$ cat config.mk
export PLATFORM = sky130hd
export DESIGN_NAME = secmod_state_ctrl
export DESIGN_NICKNAME = d
export VERILOG_FILES = /design/src/rtl/secmod_pkg.sv /design/src/rtl/secmod_kat_seq.sv /design/src/rtl/secmod_svc_gate.sv /design/src/rtl/secmod_clr_timer.sv /design/src/rtl/secmod_state_ctrl.sv
export SDC_FILE = /design/constraint.sdc
export NUM_CORES = 1
export LEC_CHECK = 0
export BUFFER_PORTS_ARGS = -buffer_cell sky130_fd_sc_hd__buf_4
export CORE_MARGIN = 2
export CORE_UTILIZATION = 44
export CTS_BUF_LIST = sky130_fd_sc_hd__clkbuf_4 sky130_fd_sc_hd__clkbuf_8 sky130_fd_sc_hd__clkbuf_16
export DETAILED_ROUTE_END_ITERATION = 8
export PLACE_DENSITY = 0.86
export SLEW_MARGIN = 30
export SYNTH_ARGS = -nofsm -noshare
export SYNTH_HDL_FRONTEND = slang
export SYNTH_SLANG_ARGS = --single-unit
export TNS_END_PERCENT = 100
$ cat constraint.sdc
create_clock -name clk -period 3.7 [get_ports clk]
set_input_delay 0.185 -clock clk [delete_from_list [all_inputs] [get_ports clk]]
set_output_delay 0.185 -clock clk [all_outputs]
set_load 0.01 [all_outputs]
$ cat src/rtl/secmod_pkg.sv
// Shared types for the operational state controller.
package secmod_pkg;
    typedef enum logic [2:0] {
        ST_OFF      = 3'd0,
        ST_PWRON    = 3'd1,
        ST_SELFTEST = 3'd2,
        ST_USER     = 3'd3,
        ST_ERROR    = 3'd4,
        ST_RMA      = 3'd5,
        ST_CLEAR    = 3'd6
    } op_state_e;

    localparam int unsigned STATUS_W = 4;
    localparam logic [STATUS_W-1:0] CODE_OK   = 4'd0;
    localparam logic [STATUS_W-1:0] CODE_COND = 4'd15;
endpackage

$ cat src/rtl/secmod_kat_seq.sv
// Known-answer test sequencer. It walks the test index from 0 to the
// last index. A test passes when the computed result equals the expected value.
// Assumes: done_i is a one-cycle strobe per test; restart holds index at 0.
module secmod_kat_seq #(
    parameter int unsigned NUM_TESTS = 4,
    parameter int unsigned DATA_W    = 32,
    localparam int unsigned IDX_W    = (NUM_TESTS > 1) ? $clog2(NUM_TESTS) : 1
) (
    input  logic              clk,
    input  logic              rst_n,
    input  logic              restart,
    input  logic              active,
    input  logic              done_i,
    input  logic [DATA_W-1:0] result_i,
    input  logic [DATA_W-1:0] expect_i,
    output logic [IDX_W-1:0]  idx_o,
    output logic              fail_o,
    output logic              all_pass_o
);
    localparam logic [IDX_W-1:0] LAST = IDX_W'(NUM_TESTS - 1);

    logic [IDX_W-1:0] idx_q;
    logic             step;
    logic             match;

    // Judge the current test when its result arrives.
    always_comb begin
        step       = active && done_i;
        match      = (result_i == expect_i);
        fail_o     = step && !match;
        all_pass_o = step && match && (idx_q == LAST);
    end

    // Advance to the next test after a pass.
    always_ff @(posedge clk) begin
        if (!rst_n || restart) begin
            idx_q <= '0;
        end else if (step && match && (idx_q != LAST)) begin
            idx_q <= idx_q + 1'b1;
        end
    end

    assign idx_o = idx_q;

    a_r3_idx_in_range: assert property (@(posedge clk) disable iff (!rst_n)
        idx_q <= LAST);
    a_r3_idx_steps_by_one: assert property (@(posedge clk) disable iff (!rst_n)
        (!$stable(idx_q) && (idx_q != '0)) |-> (idx_q == IDX_W'($past(idx_q) + 1'b1)));
endmodule

$ cat src/rtl/secmod_svc_gate.sv
// Single-slot service gate. It accepts one request when allowed and
// not busy, and holds busy until the service reports done.
// Assumes: dropping allow abandons any service in flight.
module secmod_svc_gate (
    input  logic clk,
    input  logic rst_n,
    input  logic allow,
    input  logic req_i,
    input  logic done_i,
    output logic accept_o,
    output logic busy_o
);
    logic busy_q;

    // Accept only into an idle slot.
    always_comb accept_o = allow && req_i && !busy_q;

    // Track the service in flight.
    always_ff @(posedge clk) begin
        if (!rst_n || !allow) begin
            busy_q <= 1'b0;
        end else if (accept_o) begin
            busy_q <= 1'b1;
        end else if (done_i) begin
            busy_q <= 1'b0;
        end
    end

    assign busy_o = busy_q;

    a_r8_no_accept_while_busy: assert property (@(posedge clk) disable iff (!rst_n)
        busy_o |-> !accept_o);
    a_r8_busy_after_accept: assert property (@(posedge clk) disable iff (!rst_n)
        (accept_o && allow) |=> (busy_o || !$past(allow)));
endmodule

$ cat src/rtl/secmod_clr_timer.sv
// Secret-clear window timer. While run is high it counts cycles and
// flags the last cycle of a CLR_CYCLES-long window.
// Assumes: run stays high until done is seen, then drops.
module secmod_clr_timer #(
    parameter int unsigned CLR_CYCLES = 8,
    localparam int unsigned CNT_W     = (CLR_CYCLES > 1) ? $clog2(CLR_CYCLES) : 1
) (
    input  logic clk,
    input  logic rst_n,
    input  logic run,
    output logic done_o
);
    logic [CNT_W-1:0] cnt_q;

    // Count the cycles of the current clear window.
    always_ff @(posedge clk) begin
        if (!rst_n || !run) begin
            cnt_q <= '0;
        end else if (!done_o) begin
            cnt_q <= cnt_q + 1'b1;
        end
    end

    // Flag the final cycle of the window.
    always_comb done_o = run && (cnt_q == CNT_W'(CLR_CYCLES - 1));

    a_r7_cnt_bounded: assert property (@(posedge clk) disable iff (!rst_n)
        cnt_q <= CNT_W'(CLR_CYCLES - 1));
endmodule

$ cat src/rtl/secmod_state_ctrl.sv
// Operational state controller for a cryptographic module. It sequences
// off -> power-on -> self-test -> user, and can go on to error, return-for-analysis
// or secret-clear and reboot. It gates the data paths per state.
// Assumes: NUM_TESTS <= 14 so that every failing index fits the status code.
module secmod_state_ctrl
    import secmod_pkg::*;
#(
    parameter int unsigned NUM_TESTS  = 4,
    parameter int unsigned DATA_W     = 32,
    parameter int unsigned CLR_CYCLES = 8,
    localparam int unsigned IDX_W     = (NUM_TESTS > 1) ? $clog2(NUM_TESTS) : 1
) (
    input  logic                clk,
    input  logic                rst_n,
    input  logic                start_i,
    input  logic                kat_done_i,
    input  logic [DATA_W-1:0]   kat_result_i,
    input  logic [DATA_W-1:0]   kat_expect_i,
    input  logic                cond_fail_i,
    input  logic                mode_req_i,
    input  logic                mode_val_i,
    input  logic                rma_req_i,
    input  logic                svc_req_i,
    input  logic                svc_done_i,
    output logic [2:0]          state_o,
    output logic [STATUS_W-1:0] status_o,
    output logic                kat_run_o,
    output logic [IDX_W-1:0]    kat_idx_o,
    output logic                din_en_o,
    output logic                dout_en_o,
    output logic                svc_accept_o,
    output logic                svc_busy_o,
    output logic                clear_o,
    output logic                mode_o
);
    op_state_e             state_q;
    logic [STATUS_W-1:0]   status_q;
    logic                  mode_q;
    logic                  mode_pend_q;
    logic                  kat_fail;
    logic                  kat_all_pass;
    logic                  clr_done;
    logic                  in_user;

    always_comb in_user = (state_q == ST_USER);

    secmod_kat_seq #(.NUM_TESTS(NUM_TESTS), .DATA_W(DATA_W)) u_kat (
        .clk        (clk),
        .rst_n      (rst_n),
        .restart    (state_q == ST_PWRON),
        .active     (state_q == ST_SELFTEST),
        .done_i     (kat_done_i),
        .result_i   (kat_result_i),
        .expect_i   (kat_expect_i),
        .idx_o      (kat_idx_o),
        .fail_o     (kat_fail),
        .all_pass_o (kat_all_pass)
    );

    secmod_svc_gate u_svc (
        .clk      (clk),
        .rst_n    (rst_n),
        .allow    (in_user),
        .req_i    (svc_req_i),
        .done_i   (svc_done_i),
        .accept_o (svc_accept_o),
        .busy_o   (svc_busy_o)
    );

    secmod_clr_timer #(.CLR_CYCLES(CLR_CYCLES)) u_clr (
        .clk    (clk),
        .rst_n  (rst_n),
        .run    (state_q == ST_CLEAR),
        .done_o (clr_done)
    );

    // Main state sequence, status latch and mode register.
    always_ff @(posedge clk) begin
        if (!rst_n) begin
            state_q     <= ST_OFF;
            status_q    <= CODE_OK;
            mode_q      <= 1'b0;
            mode_pend_q <= 1'b0;
        end else begin
            unique case (state_q)
                ST_OFF: if (start_i) state_q <= ST_PWRON;
                ST_PWRON: begin
                    status_q <= CODE_OK;
                    state_q  <= ST_SELFTEST;
                end
                ST_SELFTEST: begin
                    if (kat_fail) begin
                        status_q <= STATUS_W'(kat_idx_o) + 4'd1;
                        state_q  <= ST_ERROR;
                    end else if (kat_all_pass) begin
                        state_q <= ST_USER;
                    end
                end
                ST_USER: begin
                    if (cond_fail_i) begin
                        status_q <= CODE_COND;
                        state_q  <= ST_ERROR;
                    end else if (rma_req_i) begin
                        state_q <= ST_RMA;
                    end else if (mode_req_i) begin
                        mode_pend_q <= mode_val_i;
                        state_q     <= ST_CLEAR;
                    end
                end
                ST_CLEAR: begin
                    if (clr_done) begin
                        mode_q  <= mode_pend_q;
                        state_q <= ST_PWRON;
                    end
                end
                default: state_q <= state_q;
            endcase
        end
    end

    // Drive outputs from the registered state.
    always_comb begin
        state_o   = state_q;
        status_o  = status_q;
        kat_run_o = (state_q == ST_SELFTEST);
        din_en_o  = in_user;
        dout_en_o = in_user;
        clear_o   = (state_q == ST_CLEAR);
        mode_o    = mode_q;
    end

    a_r2_user_only_after_selftest: assert property (@(posedge clk) disable iff (!rst_n)
        (state_o == 3'd3 && $past(state_o) != 3'd3) |-> ($past(state_o) == 3'd2));
    a_r6_error_sticky: assert property (@(posedge clk) disable iff (!rst_n)
        (state_o == 3'd4) |=> (state_o == 3'd4 && $stable(status_o)));
    a_r4_error_has_code: assert property (@(posedge clk) disable iff (!rst_n)
        (state_o == 3'd4) |-> (status_o != 4'd0));
    a_r7_mode_changes_after_clear: assert property (@(posedge clk) disable iff (!rst_n)
        !$stable(mode_o) |-> ($past(clear_o) && state_o == 3'd1));
    a_r9_rma_sticky: assert property (@(posedge clk) disable iff (!rst_n)
        (state_o == 3'd5) |=> (state_o == 3'd5));
    a_r8_accept_needs_paths: assert property (@(posedge clk) disable iff (!rst_n)
        svc_accept_o |-> (din_en_o && dout_en_o));
endmodule

Yosys cells after proc, flatten, opt, wreduce, memory -nomap -nowiden
Cells that the tools add are included.
- output and inout port bits: 16
- word-level logic and storage cells: 63
- bits of input ports: 74
- bits in registers: 15
- reduce and logical (&&, ||, !) cells: 24
- $add $sub $neg: 3
- eq/ne operators: 14
- bitwise gates (word level): 2
- muxes and demuxes: 13
- operators by type and width (operator ; number):
    32-bit == test ; 1
    3-bit two-way mux ; 7
    3-bit one-hot mux with 5 select lines ; 1
    4-bit one-hot mux with 3 select lines ; 1
    2-bit inequality test, second input constant ; 5
    1-bit logical AND ; 8
    4-bit two-way mux ; 2
    3-bit by 2-bit == test with 1-bit output, second input constant ; 2
    3-bit == test, second input constant ; 2
    1-bit zero test ; 5
    5-bit AND reduction ; 1
    5-bit nonzero test ; 1
    4-bit inequality test, second input constant ; 1
    4-bit AND reduction ; 1
    2-bit by 1-bit adder with 3-bit output, second input constant ; 1
    3-bit by 1-bit adder with 3-bit output, second input constant ; 1
    3-bit by 1-bit == test with 1-bit output, second input constant ; 1
    3-bit zero test ; 1
    1-bit logical OR ; 3
    3-bit inequality test, second input constant ; 1
    3-bit AND reduction ; 1
    3-bit nonzero test ; 1
    2-bit by 1-bit adder with 2-bit output, second input constant ; 1
    2-bit == test, second input constant ; 1
    other kinds (4) ; 6

Logic depth before layout (Yosys ltp)
- word-level depth: 7
- depth in mapped cells: 8
- mapped depth without buffers: 7

Modules after synthesis
A second synthesis with hierarchy kept.
- cells, all modules: 136
- area, all modules: 1222.4 um2
- modules (own cells, without submodules) (module ; seq. area each (um2) ; instances ; area each (um2) ; cells an instance):
    secmod_state_ctrl ; 180.2 ; 1 ; 558.0 ; 60
    secmod_kat_seq ; 40.0 ; 1 ; 480.5 ; 57
    secmod_clr_timer ; 60.1 ; 1 ; 136.4 ; 13
    secmod_svc_gate ; 20.0 ; 1 ; 47.5 ; 6

Worst setup path after synthesis
Ideal clock, no wire load.
- path type: register -> register
- from: reg u_clr.cnt_q[0]
- to: reg state_q[0] (netlist: state_o[0])
- slack: 1.898 ns
- library setup time: 0.134 ns
- stages on the path, launching flop included: 9
- arrival: 1.668 ns
- buffers on the path: 1
- clock period less this slack: 1.802 ns
- data required time: 3.566 ns
- cell sequence: dfxtp_1 > ha_1 > ha_1 > clkbuf_1 > inv_1 > o21ai_0 > nand3_1 > a2111oi_0 > nor4b_1
- longest elaborated chain between the ends: 4
- ends and longest elaborated chain (what ; RTL line ; source):
    start: declaration ; secmod_clr_timer.sv:13 ; logic [CNT_W-1:0] cnt_q;
    start signal: assignment ; secmod_clr_timer.sv:20 ; cnt_q <= cnt_q + 1'b1;
    3-bit == test ; secmod_clr_timer.sv:25 ; always_comb done_o = run && (cnt_q == CNT_W'(CLR_CYCLES - 1));
    1-bit logical AND ; secmod_clr_timer.sv:25 ;
    2-bit inequality test (no line) ; -- ;
    5-bit AND reduction (no line) ; -- ;
    end signal: assignment ; secmod_state_ctrl.sv:116 ; default: state_q <= state_q;
    end: declaration ; secmod_state_ctrl.sv:36 ; op_state_e state_q;
Every way passes these cells.
A chain may end at the register's enable or synchronous reset.

Worst setup path after layout
Same ends and word-level chain as after synthesis.

==> flow_summary.rst <==
.. list-table::
   :header-rows: 1

   * - Metric
     - Value
   * - Data required time at the worst endpoint
     - 3.87 ns
   * - Post-DP HPWL
     - 3018 um
   * - Pin count of the biggest net entering global routing
     - 14
   * - Startpoint class of the critical path
     - flop
   * - Cell internal pwr
     - 0.4244 mW
   * - Setup total negative slack
     - 0 ns
   * - Critical path peak fanout
     - 6
   * - Total number of placement rows
     - 19
   * - Setup repair after global routing missed its margin
     - no
   * - Clock root buffer
     - clkbuf_4
   * - Synthesized instance count
     - 145
   * - Final-report setup violation count
     - 0
   * - Number of levels in the clock H-tree
     - 1
   * - Net switching fraction of the power
     - 37.90%
   * - Total of max-cap violations
     - 0
   * - Final worst setup slack
     - 1.719 ns
   * - Number of antenna violations at the first check in global routing
     - 0
   * - Finished Layout Cells
     - 266
   * - Startpoint of the worst setup timing path
     - u_clr.cnt_q[0]$_SDFFE_PP0N_
   * - Hold path cells
     - 2
   * - Register-to-Register Path Depth
     - 7
   * - Num ports
     - 90
   * - Biggest area contributors in the synthesized netlist
     - dfxtp_1 24%, xor2_1 23%, nor4_2 5.0%
   * - Hold bufs inserted after CTS
     - 0
   * - DRC violation total after the first TritonRoute iteration
     - 23
   * - Via count
     - 1379
   * - DRT antenna net count
     - 0
   * - Core region area
     - 0.002710 mm^2
   * - M2 GR Usage
     - 41.05%
   * - Worst flop-to-flop path startpoint
     - u_clr.cnt_q[0]$_SDFFE_PP0N_
   * - Initial core utilization
     - 45.94%
   * - Relative contribution of the clock network to total power
     - 13.8%
   * - Clock Pin Slew Worst Setup and Hold Paths
     - 0.09 ns
   * - Dpl ws
     - 1.754 ns
   * - Core utilization of the finished layout
     - 72.48%
   * - Critical path endpoint
     - state_o[0]$_SDFFE_PN0P_
   * - Tcrit/Tclk final
     - 53.54%
   * - Total number of clock tree sinks
     - 15
   * - Cell type with the largest total area after synthesis
     - dfxtp_1
   * - N_diodes
     - 0
   * - Most Used Layer, Global Route
     - met2
   * - RR Endpoint
     - state_o[0]$_SDFFE_PN0P_
   * - Total Nets Final
     - 313
   * - Crit path DAT
     - 2.15 ns
   * - Most frequent cells after synthesis
     - 33 x xor2_1, 16 x nor2_1, 15 x dfxtp_1, 10 x nand2_1, 7 x inv_1
   * - Number of flops mapped to enable cells by yosys
     - 0
   * - Most frequently used flop master after synthesis
     - dfxtp_1
   * - Avg Synthesized Cell Area
     - 8.586 um^2
   * - Sequential power share
     - 34.3%
   * - Netlist cell types
     - 40
   * - Ys async rst share
     - 0%
   * - Met1 usage
     - 23.82%
   * - Leakage power
     - 0.9348 nW
   * - Fin. max-slew vios
     - 0
   * - Vias per inst
     - 5.184
   * - Power density over the cells
     - 347.9 mW/mm^2
   * - Clk buf depth
     - 2
   * - Share of post-route cells with drive strength above 1
     - 45.53%
   * - WL/cell
     - 12.80 um
   * - Worst min-delay path category
     - in2reg
   * - IO Port Bufs
     - 89
   * - Die Area
     - 0.003271 mm^2
   * - Type of element capturing the critical path
     - flop
   * - First-pass GRT wire length
     - 5747 um
   * - Switching component of the power
     - 0.2590 mW
   * - Post_cts resized
     - 0
   * - Portion of total power attributed to combinational logic
     - 51.9%
   * - Number of nets in the synthesized netlist
     - 222
   * - Placed Cells
     - 262
   * - Hold_ws
     - 0.1214 ns
   * - F_max
     - 504.8 MHz
   * - Num CTS Buffers
     - 3
   * - Final design area excluding fillers
     - 0.001964 mm^2
   * - Clk_lat worst skew
     - 0.29 ns
   * - Number of synthesized register bits
     - 15
   * - Area added between synthesis and finish
     - 57.79%
   * - Floorplan die height
     - 57.19 um
   * - Yosys warns
     - 0
   * - Met3 track demand over resource in global routing
     - 5.215%
   * - Outcome
     - completed
   * - Post-synthesis instance area
     - 0.001245 mm^2
   * - Tightest Pin Transition
     - 0.5117 ns
   * - DRT Pass-1 Iters
     - 4
   * - Peak ir drop on the vdd network
     - 0.2899 mV
   * - Slew Limit Headroom
     - 65.66%
   * - Global route total overflow
     - 0
   * - Share of the synthesized area in the top cell type
     - 24.12%
   * - Register area share after synthesis
     - 24.12%
   * - GRT Total Usage
     - 21.67%
   * - Sum of internal, switching and leakage power
     - 0.6834 mW
   * - CTS tree
     - done
   * - Cell Area, Placed
     - 0.001937 mm^2
   * - Reg2reg setup slack
     - 1.72 ns
   * - Fin. Hold Viols
     - 0
   * - Final GP Congestion
     - 0.8274
   * - Vias in the first global route
     - 1431
   * - Min cycle time layout
     - 1.981 ns
   * - Most instantiated library cell after synthesis
     - xor2_1
   * - Aggregate routed wire length
     - 3404 um
   * - DRC violation count after routing
     - 0
   * - Number of buffers inserted to repair setup after CTS
     - 0
   * - Width of the die
     - 57.19 um
   * - Path type of the worst setup path
     - reg2reg
   * - Setup Skew
     - 0.005060 ns
-- cells by family (layout without fill, tap and decap cells) --
family          Yosys count  count (layout)  synth area share, %
simple gates             57              57                29.25
flops                    15              15                24.12
fa+ha+maj                 3               3                3.015
mux                       6               6                5.628
xor+xnor                 33              33                23.22
compound gates           21              21                11.46
buf+inv                  10             100                3.317
-- cells in the final DEF (no fill, tap or decap), types with 3 or more instances in the layout --
cell type  netlist  routed
ha_1             3       3
nand4_1          3       3
buf_4            1      89
a221oi_1         3       3
inv_1            7       7
clkbuf_4         0       3
xor2_1          33      33
a21oi_1          4       4
nor4_2           5       5
dfxtp_1         15      15
nor2_1          16      16
mux2i_1          4       4
o21ai_0          5       5
nand2_1         10      10
-- worst min-delay path by stage --
| stage | from | to | slack [ns] |
|---|---|---|---|
| 3_5_place_dp | kat_done_i | state_o[1]$_SDFFE_PN0P_ | 0.44 |
| 4_1_cts | kat_done_i | state_o[1]$_SDFFE_PN0P_ | 0.12 |
| 3_3_place_gp | kat_done_i | state_o[1]$_SDFFE_PN0P_ | 0.43 |
| 5_1_grt | kat_done_i | state_o[1]$_SDFFE_PN0P_ | 0.11 |
| 6_report | kat_done_i | state_o[1]$_SDFFE_PN0P_ | 0.12 |
| 2_1_floorplan | kat_done_i | state_o[1]$_SDFFE_PN0P_ | 0.29 |
-- sequential cells by signal, indices dropped and copies added (netlist names) --
signal / flops
u_svc.busy_o: 1
mode_pend_q: 1
state_o: 3
status_o: 4
mode_o: 1
u_kat.idx_o: 2
u_clr.cnt_q: 3
-- worst max-delay path: stages, from the launching register on --
cell and delay (ns):
dfxtp_1 0.37, ha_1 0.16, ha_1 0.29, inv_1 0.07, o21ai_0 0.19, nand3_1 0.24
a2111oi_0 0.44, nor4b_1 0.10
-- layer usage --
layer  part of all wire [%]  up-vias
met1                     39      605
met5                      0        -
met4                    1.2        0
met2                     50       75
met3                    9.1        5
li1                       -      694
-- power groups by stage --
stage / Combinational, mW / Sequential, mW / Clock, mW
3_5_place_dp: 0.355 / 0.238 / 0
4_1_cts: 0.357 / 0.234 / 0.0984
5_1_grt: 0.393 / 0.239 / 0.108
6_report: 0.355 / 0.234 / 0.0944
3_3_place_gp: 0.348 / 0.237 / 0
2_1_floorplan: 0.190 / 0.237 / 0
-- cell type report --
| class | instances | area (um^2) |
|---|---|---|
| well taps | 31 | 38.79 |
| inverters | 7 | 26.28 |
| repair buffers | 89 | 668.1 |
| fillers | 225 | 745.7 |
| multi-input cells | 120 | 903.4 |
| clock buffers | 3 | 22.52 |
| clock inverters | 1 | 5.005 |
| flip-flops and latches | 15 | 300.3 |
(Power assumes the default switching activity.)
